<file path="config.mk">
export PLATFORM = sky130hd
export DESIGN_NAME = rom_wait_seq
export DESIGN_NICKNAME = d
export VERILOG_FILES = /design/src/rtl/romseq_pkg.sv /design/src/rtl/romseq_ctrl.sv /design/src/rtl/romseq_dp.sv /design/src/rtl/rom_wait_seq.sv
export SDC_FILE = /design/constraint.sdc
export NUM_CORES = 1
export LEC_CHECK = 0
export BUFFER_PORTS_ARGS = -buffer_cell sky130_fd_sc_hd__buf_4
export CORE_MARGIN = 10
export CORE_UTILIZATION = 45
export DETAILED_ROUTE_END_ITERATION = 12
export GPL_ROUTABILITY_DRIVEN = 0
export GPL_TIMING_DRIVEN = 0
export PLACE_DENSITY = 0.7
export SLEW_MARGIN = 5
export SYNTH_ARGS = -nofsm -noshare
export SYNTH_HDL_FRONTEND = slang
export SYNTH_SLANG_ARGS = --single-unit
</file>
<file path="constraint.sdc">
create_clock -name clk -period 5.1 [get_ports clk]
set_input_delay 1.02 -clock clk [delete_from_list [all_inputs] [get_ports clk]]
set_output_delay 1.02 -clock clk [all_outputs]
set_load 0.005 [all_outputs]
</file>
<file path="src/rtl/romseq_pkg.sv">
`timescale 1ns/1ps
package romseq_pkg;
  localparam int IDX_W = 2;

  typedef struct packed {
    logic             load;
    logic             capture;
    logic [IDX_W-1:0] portSel;
  } seqStrobe_t;
endpackage

</file>
<file path="src/rtl/romseq_ctrl.sv">
`timescale 1ns/1ps
module romseq_ctrl
  import romseq_pkg::*;
#(
  parameter int NUM_PORTS = 3,
  parameter int FIRST_LAT = 4,
  parameter int NEXT_LAT  = 2
) (
  input  logic                 clk,
  input  logic                 rstN,
  input  logic                 romOff,
  input  logic [NUM_PORTS-1:0] portReq,
  input  logic [NUM_PORTS-1:0] seqHit,
  output seqStrobe_t           strobe,
  output logic [NUM_PORTS-1:0] portReady
);
  localparam int CNT_W = $clog2(FIRST_LAT + 1);

  logic             busyQ, doneQ;
  logic [CNT_W-1:0] cntQ, loadCnt;
  logic [IDX_W-1:0] grantQ, lastQ, prioSel, nextSel;
  logic             keepGrant, seqCont, accept, finish;

  initial begin
    assert (FIRST_LAT >= 2 && NEXT_LAT >= 2 && NEXT_LAT <= FIRST_LAT && NUM_PORTS <= 4);
  end

  // fixed priority: lowest index wins
  always_comb begin
    prioSel = '0;
    for (int i = NUM_PORTS - 1; i >= 0; i--) begin
      if (portReq[i]) prioSel = IDX_W'(i);
    end
  end

  assign keepGrant = doneQ && portReq[lastQ];
  assign seqCont   = keepGrant && seqHit[lastQ];
  assign nextSel   = keepGrant ? lastQ : prioSel;
  assign accept    = !romOff && !busyQ && (|portReq);
  assign finish    = busyQ && (cntQ == CNT_W'(1));
  assign loadCnt   = seqCont ? CNT_W'(NEXT_LAT - 1) : CNT_W'(FIRST_LAT - 1);

  always_comb begin
    strobe.load    = accept;
    strobe.capture = finish && !romOff;
    strobe.portSel = accept ? nextSel : grantQ;
  end

  always_ff @(posedge clk) begin
    if (!rstN) begin
      busyQ  <= 1'b0;
      doneQ  <= 1'b0;
      cntQ   <= '0;
      grantQ <= '0;
      lastQ  <= '0;
    end else if (romOff) begin
      busyQ <= 1'b0;
      doneQ <= 1'b0;
      cntQ  <= '0;
    end else begin
      doneQ <= finish;
      if (accept) begin
        busyQ  <= 1'b1;
        cntQ   <= loadCnt;
        grantQ <= nextSel;
      end else if (finish) begin
        busyQ <= 1'b0;
        cntQ  <= '0;
        lastQ <= grantQ;
      end else if (busyQ) begin
        cntQ <= cntQ - CNT_W'(1);
      end
    end
  end

  always_comb begin
    for (int p = 0; p < NUM_PORTS; p++) begin
      portReady[p] = doneQ && (lastQ == IDX_W'(p));
    end
  end

  AST_READY_ONEHOT: assert property (@(posedge clk) disable iff (!rstN)
    $onehot0(portReady));
  AST_READY_GAP: assert property (@(posedge clk) disable iff (!rstN)
    (|portReady) |=> !(|portReady));
  AST_OFF_QUIET: assert property (@(posedge clk) disable iff (!rstN)
    romOff |=> !(|portReady));
  AST_CNT_BOUND: assert property (@(posedge clk) disable iff (!rstN)
    busyQ |-> (cntQ >= CNT_W'(1) && cntQ <= CNT_W'(FIRST_LAT - 1)));
  AST_HOLD_GRANT: assert property (@(posedge clk) disable iff (!rstN)
    (doneQ && portReq[lastQ] && !romOff) |=> (busyQ && grantQ == $past(lastQ)));
endmodule

</file>
<file path="src/rtl/romseq_dp.sv">
`timescale 1ns/1ps
module romseq_dp
  import romseq_pkg::*;
#(
  parameter int NUM_PORTS = 3,
  parameter int ADDR_W    = 14,
  parameter int DATA_W    = 16,
  parameter int PAT_MUL   = 40503,
  parameter int PAT_XOR   = 23130
) (
  input  logic                              clk,
  input  logic                              rstN,
  input  seqStrobe_t                        strobe,
  input  logic [NUM_PORTS-1:0][ADDR_W-1:0]  portAddr,
  output logic [NUM_PORTS-1:0]              seqHit,
  output logic [DATA_W-1:0]                 rdData
);
  logic [ADDR_W-1:0] curAddrQ, lastAddrQ, nextAddr;
  logic [DATA_W-1:0] romWord, dataQ;

  // generated store content: one word per address
  always_comb begin
    romWord = (DATA_W'(curAddrQ) * DATA_W'(PAT_MUL)) ^ DATA_W'(PAT_XOR);
  end

  assign nextAddr = lastAddrQ + ADDR_W'(1);

  genvar gp;
  generate
    for (gp = 0; gp < NUM_PORTS; gp++) begin : g_seq
      assign seqHit[gp] = (portAddr[gp] == nextAddr);
    end
  endgenerate

  always_ff @(posedge clk) begin
    if (!rstN) begin
      curAddrQ  <= '0;
      lastAddrQ <= '0;
      dataQ     <= '0;
    end else begin
      if (strobe.load) curAddrQ <= portAddr[strobe.portSel];
      if (strobe.capture) begin
        dataQ     <= romWord;
        lastAddrQ <= curAddrQ;
      end
    end
  end

  assign rdData = dataQ;

  AST_DATA_HOLD: assert property (@(posedge clk) disable iff (!rstN)
    !strobe.capture |=> $stable(rdData));
  AST_ADDR_HOLD: assert property (@(posedge clk) disable iff (!rstN)
    !strobe.load |=> $stable(curAddrQ));
endmodule

</file>
<file path="src/rtl/rom_wait_seq.sv">
`timescale 1ns/1ps
module rom_wait_seq
  import romseq_pkg::*;
#(
  parameter int NUM_PORTS = 3,
  parameter int ADDR_W    = 14,
  parameter int DATA_W    = 16,
  parameter int FIRST_LAT = 4,
  parameter int NEXT_LAT  = 2
) (
  input  logic                             clk,
  input  logic                             rstN,
  input  logic                             romOff,
  input  logic [NUM_PORTS-1:0]             portReq,
  input  logic [NUM_PORTS-1:0][ADDR_W-1:0] portAddr,
  output logic [NUM_PORTS-1:0]             portReady,
  output logic [DATA_W-1:0]                rdData
);
  seqStrobe_t           strobe;
  logic [NUM_PORTS-1:0] seqHit;

  romseq_ctrl #(
    .NUM_PORTS(NUM_PORTS), .FIRST_LAT(FIRST_LAT), .NEXT_LAT(NEXT_LAT)
  ) i_ctrl (
    .clk(clk), .rstN(rstN), .romOff(romOff), .portReq(portReq),
    .seqHit(seqHit), .strobe(strobe), .portReady(portReady)
  );

  romseq_dp #(
    .NUM_PORTS(NUM_PORTS), .ADDR_W(ADDR_W), .DATA_W(DATA_W)
  ) i_dp (
    .clk(clk), .rstN(rstN), .strobe(strobe), .portAddr(portAddr),
    .seqHit(seqHit), .rdData(rdData)
  );
endmodule

</file>
==> impl_metrics.json <==
{
  "yosysWarnings": 0,
  "start_util_pct": 46.4,
  "tns_ns": 0,
  "totalWireLength_um": 16400,
  "layout_commonest_cell": "inv_1",
  "cts_setup_buffers": 0,
  "synth_cells": 691,
  "synth_ff_type": "dfxtp_1",
  "area_growth_pct": 15.1,
  "viasPerCell": 5.54,
  "pwr-share-clk_pct": 15.3,
  "syn_area_um2": 5900,
  "utilization_pct": 53.4,
  "relSlewSlack_pct": 16.9,
  "io_buffers": 66,
  "cts_buffers": 5,
  "fin_crit_sh_pct": 95.6,
  "drive_gt1_share_pct": 14.6,
  "cp_max_fo": 6,
  "dr.pass1.iters": 5,
  "synth_area_leaders": "dfxtp_1 18%, fa_1 15%, ha_1 14%",
  "max_stage_delay_ns": 0.57,
  "gr-total-overflow": 0,
  "crit_path_end_kind": "register",
  "period_needed_ns": 4.87,
  "power.switching_w": 0.000994,
  "synth_top_area_share_pct": 17.6,
  "rsz0062_at_grt": "no",
  "cts-root-buf": "clkbuf_16",
  "path_cells": "inv_1 -> fa_1 -> fa_1 -> inv_1 -> ha_1 -> fa_1 -> fa_1 -> inv_1 -> fa_1 -> inv_1 -> ha_1 -> and3_1 -> a21oi_1 -> o21ai_0 -> o41a_1 -> nand2_1 -> o211ai_1",
  "holdBufCountCts": 0,
  "synth-edff-count": 0,
  "vias": 5191,
  "max-vdd-ir-drop_mv": 0.317,
  "antennaDiodeCount": 0,
  "drv_slew": 0,
  "clk_pin_slew_worst_paths_ns": 0.08,
  "wl_per_cell_um": 17.5,
  "dieArea_um2": 18100,
  "cts_tree": "done",
  "setup_viol": 0,
  "power_frac_comb_pct": 64.7,
  "track_usage_pct": 17.8,
  "ys_ff_latch": 52,
  "power_leakage_nw": 3.11,
  "max_clock_freq_mhz": 205,
  "first_global_vias": 5335,
  "path_class": "register to register",
  "synth_nets": 846,
  "tightest_slew_ns": 1.24,
  "cts_sinks": 52,
  "crit_arrival_ns": 5.06,
  "nNetsFinal": 919,
  "layout_common_cells": "88 x inv_1, 71 x buf_4, 65 x nand2_1",
  "status": "finished, final reports clean",
  "drv_cap": 0,
  "dieHeight_um": 135,
  "hpwlAfterDp_um": 13700,
  "ios": 67,
  "crit_required_ns": 5.28,
  "powerDensity_nw_per_um2": 331,
  "seqPwrFrac_pct": 20.0,
  "clkLatencyLatePin_ns": 0.30,
  "ys_seq_area_share_pct": 17.6,
  "rows": 41,
  "fin_worst_skew_ns": 0.0120,
  "path_common_cell": "fa_1",
  "p_int_w": 0.00126,
  "drt_first_iter_violations": 535,
  "synth.distinct_cells": 64,
  "antenna_found_initial": 0,
  "cp-start-kind": "register",
  "grt_max_degree": 19,
  "grt_pass1_wl_um": 26700,
  "crit_slowest_cell": "fa_1",
  "cts.htree.levels": 2,
  "cts-resized-gates": 0,
  "syn-mean-instance-area_um2": 8.54,
  "clockBufferDepth": 2,
  "hold_class": "register to register",
  "finalHoldViolations": 0,
  "p_sw_share_pct": 44.2,
  "die_w_um": 135,
  "drc_errors": 0,
  "yosysTopAreaCell": "dfxtp_1",
  "nFillCells": 1210,
  "postSynth.asyncResetShare_pct": 0,
  "coreArea_um2": 12700,
  "drt.antenna.violating_nets": 0
}
## power groups by stage
stage | registers, W | logic, W | clock network, W
floorplan | 0.000448 | 0.00108 | 0
global placement | 0.000456 | 0.00140 | 0
detailed placement | 0.000457 | 0.00145 | 0
CTS | 0.000448 | 0.00147 | 0.000351
global route | 0.000453 | 0.00165 | 0.000374
finish | 0.000450 | 0.00146 | 0.000344
## cells in the mapped netlist (all sizes together), types with 3 or more instances
cell	count
inv	89
nand2	65
ha	64
dfxtp	52
xnor2	45
fa	43
nor2	38
xor2	30
a21oi	22
a21boi	21
o21ai	21
clkbuf	18
nor3b	18
buf	17
nor3	16
a22o	15
a221oi	14
nand3	10
and3	8
nor2b	7
nand2b	5
nand4	5
nor4	5
o211a	5
o2111ai	4
o211ai	4
o22ai	4
a2111oi	3
a31oi	3
nand3b	3
or2	3
or4	3
## critical path, delay by kind of cell, from the launching register on
family,cells,cell delay (ns)
fa+ha+maj,7,3.20
flops,1,0.39
simple gates,2,0.28
buf+inv,4,0.22
compound gates,4,0.69
## sequential cells by signal (all words and copies together), names as in the netlist
name,flops
i_ctrl.busyQ,1
i_dp.lastAddrQ,13
i_dp.rdData,16
i_ctrl.cntQ,3
i_ctrl.doneQ,1
i_ctrl.grantQ,2
i_dp.curAddrQ,14
i_ctrl.lastQ,2
## path summary, 6_finish.rpt
kind	from	end	slack [ns]	cells past startpoint
max	i_dp.curAddrQ[8]$_SDFFE_PN0P_	i_dp.rdData[15]$_SDFFE_PN0P_	0.23	17
min	i_dp.rdData[10]$_SDFFE_PN0P_	i_dp.rdData[10]$_SDFFE_PN0P_	0.47	2
max reg2reg	i_dp.curAddrQ[8]$_SDFFE_PN0P_	i_dp.rdData[15]$_SDFFE_PN0P_	0.23	17
min reg2reg	i_dp.rdData[10]$_SDFFE_PN0P_	i_dp.rdData[10]$_SDFFE_PN0P_	0.47	2
## metal layers
layer | routed length [µm] | vias to the layer above | GRT usage (%)
met1 | 7280 | 2479 | 23.3
met2 | 7730 | 189 | 28.9
met3 | 1250 | 27 | 5.19
li1 | - | 2496 | -
met4 | 165 | 0 | 2.72
met5 | 0 | - | 0
## stage by stage
step | instance area (µm²) | std cells | total power, W | worst slack (ns) | hold slack (ns)
finish | 6790 | 937 | 0.00225 | 0.226 | 0.473
global route | 6790 | 937 | 0.00248 | 0.00246 | 0.520
CTS | 6760 | 937 | 0.00226 | 0.0353 | 0.479
detailed placement | 6610 | 929 | 0.00190 | 0.0805 | 0.468
global placement | 6610 | 929 | 0.00186 | 0.0492 | 0.456
floorplan | 5900 | 691 | 0.00152 | 0.462 | 0.440
## logic make-up (layout without fill, tap and decap cells)
family | after synthesis | in the layout | synth area share (%)
flip-flops | 52 | 52 | 17.6
XOR/XNOR | 76 | 76 | 11.5
AO/OA/AOI/OAI | 134 | 134 | 16.4
AND/OR/NAND/NOR | 195 | 195 | 17.3
adder cells (fa/ha/maj) | 107 | 107 | 28.1
buffers and inverters | 124 | 198 | 8.44
multiplexers | 3 | 3 | 0.530
## layout make-up
type                    instances  area (µm²)  area share (%)
multi-input cells             515        4380            64.4
well taps                     172         215            3.17
repair buffers                 66         495            7.29
inverters                      89         334            4.92
clock inverters                 3        25.0           0.368
flip-flops and latches         52        1060            15.6
clock buffers                   5         125            1.84
plain buffers                  35         164            2.41
Note: power is estimated with default switching activity, not from simulation.
